`src/rtl/pwr_area_ctrl.sv`:
```
module pwr_area_ctrl #(
  parameter int NUM_DOM       = 4,
  parameter int SWITCH_CYCLES = 20,
  parameter int ADDR_W        = 12,
  parameter int DATA_W        = 32
) (
  input  logic              clk,
  input  logic              rst_n,
  input  logic              bus_sel,
  input  logic              bus_wr,
  input  logic [ADDR_W-1:0] bus_addr,
  input  logic [DATA_W-1:0] bus_wdata,
  output logic [DATA_W-1:0] bus_rdata,
  output logic              irq,
  output logic [NUM_DOM-1:0] dom_on
);
  localparam int CNT_W = $clog2(SWITCH_CYCLES + 1);
  localparam int IDX_W = (NUM_DOM > 1) ? $clog2(NUM_DOM) : 1;
  localparam int BLK_W = ADDR_W - 5;

  logic [NUM_DOM-1:0] pwr_off, err, isr, ier, imr;
  logic               busy, dir_off;
  logic [CNT_W-1:0]   cnt;
  logic [IDX_W-1:0]   act;

  wire              wr     = bus_sel & bus_wr;
  wire [BLK_W-1:0]  blk    = bus_addr[ADDR_W-1:5];
  wire [4:0]        reg_off = bus_addr[4:0];
  wire [BLK_W-1:0]  ch_num = blk - BLK_W'(2);
  wire              ch_hit = (blk >= BLK_W'(2)) && (ch_num < BLK_W'(NUM_DOM));
  wire [IDX_W-1:0]  ch_idx = ch_num[IDX_W-1:0];
  wire              common = (blk == '0);

  wire req_off = wr & ch_hit & (reg_off == 5'h04) & bus_wdata[0];
  wire req_on  = wr & ch_hit & (reg_off == 5'h0C) & bus_wdata[0];
  wire req     = req_off | req_on;
  wire accept  = req & ~busy;
  wire same    = (pwr_off[ch_idx] == req_off);
  wire start   = accept & ~same;
  wire instant = accept & same;
  wire done    = busy & (cnt == '0);

  wire [NUM_DOM-1:0] act_bit = NUM_DOM'(1) << act;
  wire [NUM_DOM-1:0] ch_bit  = NUM_DOM'(1) << ch_idx;
  wire [NUM_DOM-1:0] set_b   = ((done ? act_bit : '0) | (instant ? ch_bit : '0)) & ier;
  wire [NUM_DOM-1:0] clr_b   = (wr & common & reg_off == 5'h08) ? bus_wdata[NUM_DOM-1:0] : '0;
  wire unused_wdata = ^bus_wdata;

  always_ff @(posedge clk) begin
    if (!rst_n) begin
      pwr_off <= '1;
      err     <= '0;
      isr     <= '0;
      ier     <= '0;
      imr     <= '0;
      busy    <= 1'b0;
      dir_off <= 1'b0;
      cnt     <= '0;
      act     <= '0;
    end else begin
      if (start) begin
        busy    <= 1'b1;
        cnt     <= CNT_W'(SWITCH_CYCLES - 1);
        act     <= ch_idx;
        dir_off <= req_off;
      end else if (done) begin
        busy         <= 1'b0;
        pwr_off[act] <= dir_off;
      end else if (busy) begin
        cnt <= cnt - 1'b1;
      end
      if (req) err[ch_idx] <= busy;
      isr <= (isr & ~clr_b) | set_b;
      if (wr && common && reg_off == 5'h0C) ier <= bus_wdata[NUM_DOM-1:0];
      if (wr && common && reg_off == 5'h10) imr <= bus_wdata[NUM_DOM-1:0];
    end
  end

  always_comb begin
    bus_rdata = '0;
    if (bus_sel && !bus_wr) begin
      if (common) begin
        case (reg_off)
          5'h00:   bus_rdata = {{(DATA_W-2){1'b0}}, ~busy, ~busy};
          5'h04:   bus_rdata = DATA_W'(isr);
          5'h0C:   bus_rdata = DATA_W'(ier);
          5'h10:   bus_rdata = DATA_W'(imr);
          default: bus_rdata = '0;
        endcase
      end else if (ch_hit) begin
        case (reg_off)
          5'h00:   bus_rdata = DATA_W'(pwr_off[ch_idx]);
          5'h08:   bus_rdata = DATA_W'(busy && act == ch_idx && dir_off);
          5'h10:   bus_rdata = DATA_W'(busy && act == ch_idx && !dir_off);
          5'h14:   bus_rdata = DATA_W'(err[ch_idx]);
          default: bus_rdata = '0;
        endcase
      end
    end
  end

  assign irq    = |(isr & ier & ~imr);
  assign dom_on = ~pwr_off;
endmodule

```
`config.mk`:
```
export PLATFORM = sky130hd
export DESIGN_NAME = pwr_area_ctrl
export DESIGN_NICKNAME = d
export VERILOG_FILES = /design/src/rtl/pwr_area_ctrl.sv
export SDC_FILE = /design/constraint.sdc
export NUM_CORES = 1
export LEC_CHECK = 0
export ABC_CLOCK_PERIOD_IN_PS = 3290
export BUFFER_PORTS_ARGS = -buffer_cell sky130_fd_sc_hd__buf_2
export CAP_MARGIN = 25
export CELL_PAD_IN_SITES_DETAIL_PLACEMENT = 1
export CELL_PAD_IN_SITES_GLOBAL_PLACEMENT = 1
export CORE_MARGIN = 2
export CORE_UTILIZATION = 37
export CTS_BUF_LIST = sky130_fd_sc_hd__clkbuf_8 sky130_fd_sc_hd__clkbuf_16
export DETAILED_ROUTE_END_ITERATION = 10
export PLACE_DENSITY_LB_ADDON = 0.1
export SYNTH_ARGS = -nofsm -noshare
export SYNTH_HDL_FRONTEND = slang
export SYNTH_SLANG_ARGS = --single-unit
```
`constraint.sdc`:
```
create_clock -name clk -period 3.29 [get_ports clk]
set_clock_uncertainty 0.1 [all_clocks]
set_input_delay 0.1645 -clock clk [delete_from_list [all_inputs] [get_ports clk]]
set_output_delay 0.1645 -clock clk [all_outputs]
set_load 0.05 [all_outputs]
```
* Word level (Yosys, flattened, before mapping)
Cells that the tools add are included. W data, S select, Z words.
Word-level totals: flip-flop bits (word level) 29, output and inout port bits 37, logic and storage cells 100
Cells by class: add/sub/neg operators 2, $lt $le $gt $ge 6, equal/unequal tests 8, shifts and indexed selects 2, mux-type cells 23, bitwise operators 27, reduce and logical (&&, ||, !) cells 22
Operator list (count):
- $mux W32 | 2
- $and A4 B4 Y4 | 4
- $pmux W4 S4 | 1
- $mux W5 | 3
- $and A1 B1 Y1 | 12
- $mux W4 | 3
- $not A4 Y4 | 3
- $eq A5 B4 Y1 const B | 2
- $eq A5 B5 Y1 const B | 2
- $logic_and A1 B1 Y1 | 10
- $logic_not A5 Y1 | 2
- $bwmux W4 | 2
- $or A4 B4 Y4 | 2
- $shl A1 B2 Y4 const A | 2
- $ge A7 B2 Y1 const B | 1
- $logic_not A7 Y1 | 1
- $lt A7 B3 Y1 const B | 1
- $mux W1 | 7
- $sub A7 B2 Y7 const B | 1
- $lt A2 B3 Y1 const B | 2
- $reduce_and A2 Y1 | 3
- $eq A5 B3 Y1 const B | 1
- $not A1 Y1 | 5
- $sub A5 B1 Y5 const B | 1
- other kinds (12) | 17

* Logic depth before layout (Yosys ltp)
word-level depth 13, depth in mapped cells 9

* Worst setup path before layout
Ideal clock, no wire load.
kind input port to output port, from input port bus_addr[6], to output port bus_rdata[0], data arrival time 2.075 ns, slack 0.950 ns, stages 6, path buffers 1, cell sequence buf_4 > mux4_2 > nand2_1 > a2111oi_0 > o211ai_1 > a21oi_1
Between the ends: longest elaborated chain between the ends 8
Ends and longest elaborated chain:
- start, declared | RTL line 11 | input logic [ADDR_W-1:0] bus_addr,
- branches (longest 6 deep; another with $sub A7 B2 Y7)
- $mux W32 * | RTL line 82 | if (common) begin
- $mux W32 * | RTL line 81 | if (bus_sel && !bus_wr) begin
- end, declared | RTL line 13 | output logic [DATA_W-1:0] bus_rdata,
Mark *: on every way between the ends. The select of a mux whose other input is x is not followed.

* Worst setup path after layout
from input port bus_addr[6], to output port bus_rdata[0]
Between the ends: longest elaborated chain between the ends 8
Ends and longest elaborated chain:
- $sub A7 B2 Y7 * | RTL line 29 | wire [BLK_W-1:0] ch_num = blk - BLK_W'(2);
- net ch_num[1] | RTL line 29
- branches (longest 4 deep; another with $lt A7 B3 Y1)
- $mux W1 * | RTL line 90 | end else if (ch_hit) begin
- $mux W32 * | RTL line 82
- $mux W32 * | RTL line 81
Mark *: on every way through the listed nets, which the timed path passes. The select of a mux whose other input is x is not followed.

==> results by group <==
Status
  • Outcome: finished clean

Place
  • Dpl hpwl: 3.83 mm
  • Placer's final routability congestion estimate: 0.752
  • Placed standard-cell area: 2070 sq um
  • Port buffer count: 28

Detailed routing
  • WL/cell: 15.0 um
  • Vias per cell: 5.05
  • # DRC: 0
  • Via count: 1696
  • Antenna Nets Post-Route: 0
  • 1st-pass router iterations: 4
  • Final wirelength: 5.03 mm
  • Number of DRC markers in iteration 0: 67

Global routing
  • GRT Overall Usage: 0.173
  • Largest net degree at the start of global routing: 23
  • Vias in the first global route: 1666
  • Initial antenna violation count: 0
  • Total grt overflow: 0
  • First-pass GRT wire length: 8.25 mm

Power and ir drop
  • Seq pwr share: 0.434
  • Net Sw Power: 249 uW
  • Logic pwr share: 0.158
  • Max IR drop VDD: 0.206 mV
  • Clock power share: 0.408
  • Total power: 809 uW
  • Leak: 0.993 nW
  • Internal power: 561 uW
  • Power Dens Cells: 372 nW/um^2
  • Sw Ratio: 0.307

Floorplan
  • Chip width: 78.0 um
  • Initial core utilization: 0.390
  • Height of the die: 78.0 um
  • Core area: 5200 sq um
  • Total I/O pin count: 85
  • Die ar.: 6090 sq um
  • Rows: 26

STA
  • Post-route clock period utilization: 0.721
  • RSZ-0062 raised after global routing: no
  • Max-slew violations: 0
  • Final hold vios: 0
  • Worst Tran Pin Value: 774 ps
  • Max transition margin: 0.483
  • Final Setup Violations: 0
  • Tmin final: 2370 ps
  • Max Fclk: 0.422 GHz
  • Final TNS setup: 0 ps

Finish
  • Final nets: 315
  • Area growth syn-to-layout: 7.16%
  • Final instance area: 2170 sq um
  • Fill cell count: 662
  • Share of layout cells above drive strength 1: 0.184
  • Ant. Diodes: 0

Synth
  • Syn_area_per_cell: 8.38 sq um
  • Total of warnings raised by yosys: 0
  • Dominant synthesized flop cell: dfxtp_1
  • Distinct cells, synth: 52
  • Synth top area cells: dfxtp_1 (29%), buf_4 (11%), mux2i_1 (8.4%), nand2_1 (4.3%), nor2_1 (4.1%)
  • Commonest cells post-synth: buf_4 (29), dfxtp_1 (29), nand2_1 (23)
  • EDFF count, synth: 0
  • Async SR Flop Fraction: 0
  • Syn Std Cell Area: 2030 sq um
  • Cells after Synth: 242
  • Sequential fraction of the synthesis area: 0.286
  • Share of the synthesized area in the top cell type: 0.286
  • Yosys top cell by area: dfxtp_1
  • Synthesized flop and latch total: 29

Clocking
  • CTS tree: yes
  • CTS Buffer Depth: 2
  • Clk sink count: 29
  • Total CTS buffers: 5
  • Setup Buffers After CTS: 0
  • Worst-path clk slew: 60 ps
  • Worst-Skew Late Latency: 280 ps
  • CTS Root Cell: clkbuf_8
  • CTS resizes: 0
  • CTS Hold Bufs: 0
  • Htree depth: 2

Run
  • Max-cap violations: 0

Critical path
  • Crit path capture type: primary output
  • Critical Path Start Type: input port
  • Data required time of the worst path: 3030 ps
  • Critical path peak fanout: 10
  • Worst EP arrival: 2110 ps
  • Worst setup path class: input port to primary output

Hold path
  • Worst hold path class: input port to flip-flop
==> cell type report <==
cell class / count / area (sq um) / area share
tap: 70 / 87.6 / 0.0403
clock inverter: 1 / 5.00 / 0.00230
timing repair buffer: 29 / 148 / 0.0679
inverter: 13 / 48.8 / 0.0225
sequential: 29 / 581 / 0.267
clock buffer: 7 / 96.3 / 0.0443
multi-input combinational: 187 / 1210 / 0.556
==> power groups by stage <==
stage          Combinational [mW]  Sequential [mW]  Clock (mW)
6_report                    0.128            0.351       0.330
3_3_place_gp                0.128            0.359           0
3_5_place_dp                0.128            0.359           0
5_1_grt                     0.137            0.351       0.365
4_1_cts                     0.128            0.351       0.340
2_1_floorplan               0.131            0.359           0
==> per-stage QoR <==
| stage | hold WS (ps) | cells | worst slack [ps] | util |
|---|---|---|---|---|
| 2_1_floorplan | 208 | 269 | 950 | - |
| 3_3_place_gp | 345 | 328 | 645 | 0.398 |
| 3_5_place_dp | 353 | 328 | 696 | 0.398 |
| 4_1_cts | 58.6 | 336 | 893 | 0.418 |
| 5_1_grt | 81.0 | 336 | 665 | 0.418 |
| 6_report | 59.4 | 336 | 918 | 0.418 |
==> per-layer routing <==
layer,share of wire,vias up,global-route usage
met2,0.45,43,0.287
met4,0.014,0,0.0579
met5,0,-,0
met3,0.049,4,0.0391
met1,0.49,805,0.221
li1,-,844,-
==> worst max-delay path, stage by stage <==
cell and delay [ps]:
buf_2 240, inv_1 170, ha_1 240, xor2_1 170, nor4b_1 460, o211ai_1 200
a21oi_1 180, buf_2 270
==> cells by family after synthesis <==
group                      share of synthesized area
DFF                                            0.286
and+or+nand+nor                                0.252
xor gates and xnor gates                      0.0339
adders and majority gates                     0.0123
buffers and inverters                          0.168
other                                        0.00185
muxes                                          0.106
AOI/OAI and AO/OA                              0.139
==> state kept, by name, summed over array words and instances (netlist names) <==
name     cells
err          4
busy         1
ier          4
dir_off      1
pwr_off      4
cnt          5
isr          4
imr          4
act          2
==> cell usage in the layout (no fill, tap or decap), types with 3 or more instances in the layout <==
| master | count |
|---|---|
| mux2i_1 | 17 |
| nor4_1 | 3 |
| nand2b_1 | 3 |
| xor2_1 | 4 |
| nor3b_1 | 3 |
| conb_1 | 28 |
| nand3_1 | 11 |
| clkbuf_8 | 7 |
| dfxtp_1 | 29 |
| nand4_1 | 3 |
| nand2_1 | 23 |
| a311oi_1 | 3 |
| nor2_1 | 22 |
| buf_2 | 28 |
| o211ai_1 | 4 |
| a211oi_1 | 3 |
| inv_1 | 13 |
| and2_1 | 3 |
| a41o_1 | 3 |
| a21oi_1 | 13 |
==> path summary, 6_finish.rpt <==
path,from,end,slack [ps],cells after the start
worst max-delay path,bus_addr[6],bus_rdata[0],920,8
worst min-delay path,bus_wdata[3],imr[3]$_SDFFE_PN0P_,60,3
worst max register to register,cnt[0]$_SDFFE_PN0P_,isr[2]$_SDFF_PN0_,1020,7
worst min register to register,err[1]$_SDFFE_PN0P_,err[1]$_SDFFE_PN0P_,360,2
(Power assumes the default switching activity.)
